===== config.mk =====
export PLATFORM = sky130hd
export DESIGN_NAME = tdl_tap_line
export DESIGN_NICKNAME = d
export VERILOG_FILES = /design/src/rtl/tdl_pkg.sv /design/src/rtl/tdl_rst_sync.sv /design/src/rtl/tdl_wr_ctr.sv /design/src/rtl/tdl_rd_addr.sv /design/src/rtl/tdl_sdp_ram.sv /design/src/rtl/tdl_tap_line.sv
export SDC_FILE = /design/constraint.sdc
export NUM_CORES = 2
export LEC_CHECK = 0
export BUFFER_PORTS_ARGS = -buffer_cell sky130_fd_sc_hd__buf_2
export CAP_MARGIN = 20
export CORE_ASPECT_RATIO = 1.25
export CORE_MARGIN = 4
export CORE_UTILIZATION = 55
export CTS_CLUSTER_DIAMETER = 100
export DETAILED_ROUTE_END_ITERATION = 6
export PLACE_DENSITY = 0.67
export SETUP_SLACK_MARGIN = 0.4
export SYNTH_ARGS = -nofsm -noshare
export SYNTH_HDL_FRONTEND = slang
export SYNTH_SLANG_ARGS = --single-unit

===== constraint.sdc =====
create_clock -name clk_i -period 0.8 [get_ports clk_i]
set_input_delay 0.08 -clock clk_i [delete_from_list [all_inputs] [get_ports clk_i]]
set_output_delay 0.08 -clock clk_i [all_outputs]
set_load 0.005 [all_outputs]

===== src/rtl/tdl_pkg.sv =====
package tdl_pkg;

  // Smallest power of two that is not below n (n >= 2).
  function automatic int unsigned pow2_at_least(input int unsigned n);
    int unsigned p;
    p = 1;
    while (p < n) p = p * 2;
    return p;
  endfunction

  // Address width for a line of n entries.
  function automatic int unsigned addr_bits(input int unsigned n);
    return $clog2(pow2_at_least(n));
  endfunction

endpackage


===== src/rtl/tdl_rst_sync.sv =====
module tdl_rst_sync #(
  parameter int unsigned STAGES = 2
) (
  input  logic clk_i,
  input  logic arst_ni,
  output logic rst_no
);

  logic [STAGES-1:0] chain_q;
  logic [STAGES-1:0] chain_d;

  always_comb begin
    chain_d = {chain_q[STAGES-2:0], 1'b1};
  end

  always_ff @(posedge clk_i or negedge arst_ni) begin
    if (!arst_ni) chain_q <= '0;
    else          chain_q <= chain_d;
  end

  assign rst_no = chain_q[STAGES-1];

endmodule


===== src/rtl/tdl_wr_ctr.sv =====
module tdl_wr_ctr #(
  parameter int unsigned AW = 9
) (
  input  logic          clk_i,
  input  logic          rst_ni,
  input  logic          en_i,
  output logic [AW-1:0] ptr_o
);

  logic [AW-1:0] ptr_q;
  logic [AW-1:0] ptr_d;

  always_comb begin
    ptr_d = ptr_q;
    if (en_i) ptr_d = ptr_q + AW'(1);
  end

  always_ff @(posedge clk_i or negedge rst_ni) begin
    if (!rst_ni) ptr_q <= '0;
    else         ptr_q <= ptr_d;
  end

  assign ptr_o = ptr_q;

  AST_PTR_STEP: assert property (@(posedge clk_i) disable iff (!rst_ni)
    en_i |=> (ptr_o == $past(ptr_o) + AW'(1)));

endmodule


===== src/rtl/tdl_rd_addr.sv =====
module tdl_rd_addr #(
  parameter int unsigned LINE_LEN = 500,
  parameter int unsigned TAP_W    = 9,
  parameter int unsigned AW       = 9
) (
  input  logic [AW-1:0]    wptr_i,
  input  logic [TAP_W-1:0] tap_i,
  output logic [AW-1:0]    raddr_o
);

  localparam logic [TAP_W-1:0] LAST_TAP = TAP_W'(LINE_LEN - 1);

  logic [TAP_W-1:0] tap_lim;

  always_comb begin
    tap_lim = tap_i;
    if (tap_i > LAST_TAP) tap_lim = LAST_TAP;
  end

  always_comb begin
    raddr_o = wptr_i - AW'(1) - AW'(tap_lim);
  end

endmodule


===== src/rtl/tdl_sdp_ram.sv =====
module tdl_sdp_ram #(
  parameter int unsigned DW    = 8,
  parameter int unsigned AW    = 9,
  parameter int unsigned DEPTH = 512
) (
  input  logic          clk_i,
  input  logic          rst_ni,
  input  logic          we_i,
  input  logic [AW-1:0] waddr_i,
  input  logic [DW-1:0] wdata_i,
  input  logic          re_i,
  input  logic [AW-1:0] raddr_i,
  output logic [DW-1:0] rdata_o
);

  logic [DW-1:0] store [DEPTH];
  logic [DW-1:0] rdata_q;

  always_ff @(posedge clk_i) begin
    if (we_i) store[waddr_i] <= wdata_i;
  end

  always_ff @(posedge clk_i or negedge rst_ni) begin
    if (!rst_ni)   rdata_q <= '0;
    else if (re_i) rdata_q <= store[raddr_i];
  end

  assign rdata_o = rdata_q;

endmodule


===== src/rtl/tdl_tap_line.sv =====
module tdl_tap_line
  import tdl_pkg::*;
#(
  parameter int unsigned DATA_W      = 8,
  parameter int unsigned LINE_LEN    = 500,
  parameter int unsigned SYNC_STAGES = 2,
  localparam int unsigned TAP_W      = $clog2(LINE_LEN)
) (
  input  logic              clk_i,
  input  logic              rst_ni,
  input  logic [DATA_W-1:0] sample_i,
  input  logic [TAP_W-1:0]  tap_i,
  output logic [DATA_W-1:0] sample_o
);

  localparam int unsigned DEPTH = pow2_at_least(LINE_LEN);
  localparam int unsigned AW    = addr_bits(LINE_LEN);
  localparam logic [TAP_W-1:0] LAST_TAP = TAP_W'(LINE_LEN - 1);

  logic          run_n;
  logic [AW-1:0] wptr;
  logic [AW-1:0] raddr;
  logic [AW:0]   span;

  tdl_rst_sync #(.STAGES(SYNC_STAGES)) u_rst_sync (
    .clk_i   (clk_i),
    .arst_ni (rst_ni),
    .rst_no  (run_n)
  );

  tdl_wr_ctr #(.AW(AW)) u_wr_ctr (
    .clk_i  (clk_i),
    .rst_ni (run_n),
    .en_i   (run_n),
    .ptr_o  (wptr)
  );

  tdl_rd_addr #(.LINE_LEN(LINE_LEN), .TAP_W(TAP_W), .AW(AW)) u_rd_addr (
    .wptr_i  (wptr),
    .tap_i   (tap_i),
    .raddr_o (raddr)
  );

  tdl_sdp_ram #(.DW(DATA_W), .AW(AW), .DEPTH(DEPTH)) u_ram (
    .clk_i   (clk_i),
    .rst_ni  (run_n),
    .we_i    (run_n),
    .waddr_i (wptr),
    .wdata_i (sample_i),
    .re_i    (run_n),
    .raddr_i (raddr),
    .rdata_o (sample_o)
  );

  // Distance from the read address back to the write position, 1..DEPTH.
  always_comb begin
    span = {1'b0, wptr - raddr};
    if (wptr == raddr) span = (AW+1)'(DEPTH);
  end

  AST_TAP_SPAN: assert property (@(posedge clk_i) disable iff (!rst_ni)
    run_n |-> (span >= (AW+1)'(1)) && (span <= (AW+1)'(LINE_LEN)));
  AST_TAP_CLAMP: assert property (@(posedge clk_i) disable iff (!rst_ni)
    (run_n && (tap_i > LAST_TAP)) |-> (span == (AW+1)'(LINE_LEN)));
  AST_OUT_HELD: assert property (@(posedge clk_i) disable iff (!rst_ni)
    !run_n |=> (sample_o == '0));
  AST_PTR_HOME: assert property (@(posedge clk_i) disable iff (!rst_ni)
    !run_n |-> (wptr == '0));

endmodule


==> impl_metrics.env <==
export IMPL_netlist_area_mm2=0.160
export IMPL_reg2reg_slack_ns=-3.38
export IMPL_post_route_period_util_pct=522
export IMPL_io_buffers=26
export IMPL_hp_class="input port to flip-flop"
export IMPL_arrival_ns=4.97
export IMPL_core_area_mm2=0.290
export IMPL_critPathSlowestCell="fa_4"
export IMPL_finalSetupViolCount=4617
export IMPL_cp_common_cell="buf_16"
export IMPL_clockRootBuffer="clkbuf_16"
export IMPL_whs_path_depth=1
export IMPL_yosysWarningCount=0
export IMPL_cap_viol_max_count=0
export IMPL_grt_max_degree=81
export IMPL_grt_pass1_wl_mm=668
export IMPL_io_pins=27
export IMPL_drive_gt1_share_pct=40.2
export IMPL_gp_congestion=0.932
export IMPL_final_net_count=9359
export IMPL_tritoncts="done"
export IMPL_drt_antenna_violating_nets=0
export IMPL_seq_area_frac_synth_pct=77.0
export IMPL_regArea_mm2=0.123
export IMPL_grt_pass1_vias=88782
export IMPL_end_kind="flip-flop"
export IMPL_worst_r2r_path_depth=14
export IMPL_crit_fanout=19
export IMPL_regToRegStartpoint="u_wr_ctr.ptr_o[0]$_DFFE_PN0P_"
export IMPL_dr_first_iter_drc_count=12988
export IMPL_required_ns=1.59
export IMPL_placed_cell_area_mm2=0.181
export IMPL_die_height_um=612
export IMPL_ys_flop_type="edfxtp_1"
export IMPL_antenna_found_initial=20
export IMPL_initial_core_util_pct=55.3
export IMPL_groute_usage_overall_pct=31.4
export IMPL_maxSlewViolCount=0
export IMPL_cp_cell_sequence="ha_4 -> inv_2 -> fa_4 -> buf_12 -> buf_16 -> buf_16 -> buf_16 -> mux4_2 -> mux4_2 -> o211ai_1 -> buf_4 -> nand2_4 -> o21ai_4 -> a31oi_1"
export IMPL_clkLatencyLatePin_ns=0.94
export IMPL_synth_most_common_cell="edfxtp_1"
export IMPL_setup_slack_ns=-3.38
export IMPL_clock_sinks=4115
export IMPL_dp_cells=12648
export IMPL_hold_violations=2545
export IMPL_worst_slew_pin_transition_ns=1.19
export IMPL_die_x_um=491
export IMPL_cts_hold_buffers=8
export IMPL_total_leakage_power_nw=65.4
export IMPL_routed_via_density=6.59
export IMPL_timing_fmax_mhz=239
export IMPL_yosysTopAreaCell="edfxtp_1"
export IMPL_rsz0062_at_grt="yes"
export IMPL_power_w=0.784
export IMPL_p_switching_w=0.277
export IMPL_clk_path_buf_depth=4
export IMPL_slew_headroom_pct=19.7
export IMPL_critPathTopFamily="multiplexers"
export IMPL_ctsHtreeMaxLevel=5
export IMPL_synth_cell_types=77
export IMPL_skew_ns=0.0718
export IMPL_cts_buffers=383
export IMPL_max_stage_delay_ns=0.79
export IMPL_holdPathEnd="u_ram.store[40][0]$_DFFE_PP_"
export IMPL_r2r_end="u_ram.rdata_o[1]$_DFFE_PN0P_"
export IMPL_p_clk_share_pct=23.7
export IMPL_synth_area_leaders="edfxtp_1 (77%), mux4_2 (16%), nor2_1 (1.3%)"
export IMPL_drt_total_wl_mm=473
export IMPL_syn_nets=7470
export IMPL_whs_ns=-0.426
export IMPL_synth_seq_cells=4115
export IMPL_syn_inst=7438
export IMPL_power_density_mw_per_mm2=3990
export IMPL_drc=0
export IMPL_grt_overflow_total=0
export IMPL_final_util_pct=67.8
export IMPL_startpoint_type="flip-flop"
export IMPL_wl_per_cell_um=35.2
export IMPL_seq_power_share_pct=30.5
export IMPL_num_rows=221
export IMPL_synth_common_cells="edfxtp_1 (4096), mux4_2 (1126), nor2_1 (548)"
export IMPL_syn2layout_area_growth_pct=22.7
export IMPL_hold_start="sample_i[0]"
export IMPL_violations="hold timing, setup timing"
export IMPL_drt_pass1_iter_count=6
export IMPL_outcome="complete, but fails checks"
export IMPL_p_sw_share_pct=35.3
export IMPL_synth_area_per_cell_um2=21.6
export IMPL_path_buf_inv=6
export IMPL_fillers=17581
export IMPL_synth_top_area_share_pct=76.7
export IMPL_power_frac_comb_pct=45.8
export IMPL_layout_cells_non_filler=13439
export IMPL_via_count=88528
export IMPL_period_minus_slack_ns=4.18
export IMPL_die_area_mm2=0.300
export IMPL_crit_type="flip-flop to flip-flop"
export IMPL_synth_edf_count=4096
export IMPL_p_int_w=0.507
export IMPL_multi_input_area_mm2=0.0359
export IMPL_hpwl_mm=317
export IMPL_clk_pin_slew_worst_paths_ns=0.07
export IMPL_design_area_mm2=0.197
export IMPL_peakVddDrop_uv=3840
export IMPL_async_flop_share_pct=0.462
cells by family after synthesis:
kind of cell | count (synthesis) | share of synthesized area (%)
fa+ha+maj | 13 | 0.106
mux | 1241 | 16.6
compound gates | 316 | 1.44
simple gates | 1263 | 3.32
xor+xnor | 14 | 0.0812
other cells | 1 | 0.00234
buf+inv | 475 | 1.48
flops | 4115 | 77.0
what timing repair did:
action                      CTS  global route
cloned                        4             4
pin swaps                    24            39
setup endpoints to repair  4139          4706
gates resized for setup     204           167
hold endpoints to repair   4081          3137
setup buffers                47            22
cell usage in the layout, fill, tap and decap left out, types with 10 or more instances in the layout:
| cell type | synthesis | layout |
|---|---|---|
| edfxtp_1 | 4096 | 4096 |
| buf_4 | 93 | 1486 |
| mux4_2 | 1126 | 1126 |
| nor2_1 | 548 | 488 |
| clkbuf_16 | 0 | 393 |
| nand2_1 | 400 | 390 |
| buf_12 | 0 | 337 |
| nand3_1 | 166 | 147 |
| clkinv_1 | 0 | 81 |
| mux2i_1 | 89 | 80 |
| clkinv_2 | 0 | 74 |
| buf_6 | 8 | 69 |
| clkbuf_1 | 201 | 58 |
| nor2_4 | 0 | 53 |
| bufinv_16 | 0 | 50 |
| and3_1 | 46 | 39 |
| nand4_1 | 34 | 34 |
| a21oi_1 | 39 | 34 |
| a31oi_1 | 34 | 29 |
| a32oi_1 | 30 | 28 |
| buf_8 | 0 | 26 |
| mux2_2 | 25 | 25 |
| o21ai_0 | 28 | 21 |
| o211ai_1 | 18 | 18 |
| buf_2 | 144 | 18 |
| dfrtp_1 | 19 | 17 |
| a211oi_1 | 25 | 15 |
| diode_2 | 0 | 14 |
| clkinvlp_4 | 0 | 14 |
| buf_16 | 0 | 14 |
| o22ai_1 | 17 | 13 |
| nand3_4 | 0 | 12 |
| inv_1 | 15 | 11 |
| nor3_1 | 16 | 11 |
| nor2_2 | 3 | 10 |
| a32o_1 | 10 | 10 |
per-stage QoR:
step	setup WS (ns)	setup TNS, ns
floorplan	-2.57	-5624.06
CTS	-3.41	-5266.20
detailed placement	-4.39	-6010.67
finish	-3.38	-5472.81
global placement	-4.42	-5882.65
global route	-3.41	-5654.75
layer usage:
layer	up-vias	share of wire (%)	routed length (um)	global-route usage (%)
met1	46516	35	166000	42.1
met4	4	5.9	27900	15.6
met5	-	0.0070	33	0
met2	5980	48	227000	49.4
met3	1160	11	52300	7.01
li1	34868	-	-	-
power by group through the flow:
stage	Combinational, W	Sequential [W]	Clock [W]
finish	0.359	0.239	0.186
detailed placement	0.333	0.244	0
global placement	0.331	0.244	0
floorplan	0.170	0.243	0
CTS	0.349	0.239	0.187
global route	0.369	0.239	0.196
registers in the layout, summed over array words and instances, names as in the netlist:
name / cells
u_wr_ctr.ptr_o: 9
u_ram.store: 4096
u_ram.rdata_o: 8
u_rst_sync.chain_q: 2
worst max path at each step:
stage,from,slack (ns),depth (start not counted),end
after floorplan,tap_i[6],-2.57,16,u_ram.rdata_o[4]$_DFFE_PN0P_
after global placement,tap_i[6],-4.42,19,u_ram.rdata_o[2]$_DFFE_PN0P_
after detailed placement,tap_i[6],-4.39,19,u_ram.rdata_o[2]$_DFFE_PN0P_
after CTS,u_wr_ctr.ptr_o[0]$_DFFE_PN0P_,-3.41,16,u_ram.rdata_o[2]$_DFFE_PN0P_
after global routing,u_wr_ctr.ptr_o[0]$_DFFE_PN0P_,-3.41,16,u_ram.rdata_o[4]$_DFFE_PN0P_
final,u_wr_ctr.ptr_o[0]$_DFFE_PN0P_,-3.38,14,u_ram.rdata_o[1]$_DFFE_PN0P_
worst reg2reg max path: stages (launching register included):
cell	delay, ns
dfrtp_2	0.41
ha_4	0.16
inv_2	0.04
fa_4	0.79
buf_12	0.16
buf_16	0.21
buf_16	0.22
buf_16	0.18
mux4_2	0.36
mux4_2	0.62
o211ai_1	0.24
buf_4	0.19
nand2_4	0.08
o21ai_4	0.26
a31oi_1	0.13
layout make-up:
cell class | count | area share (%)
Multi-Input combinational cell | 2848 | 18.3
Antenna cell | 14 | 0.0178
Sequential cell | 4115 | 62.8
Tap cell | 3791 | 2.41
Inverter | 15 | 0.0318
Timing Repair Buffer | 1964 | 10.1
Clock inverter | 240 | 1.32
Clock buffer | 452 | 5.09
Power figures use the tool's default switching activity.
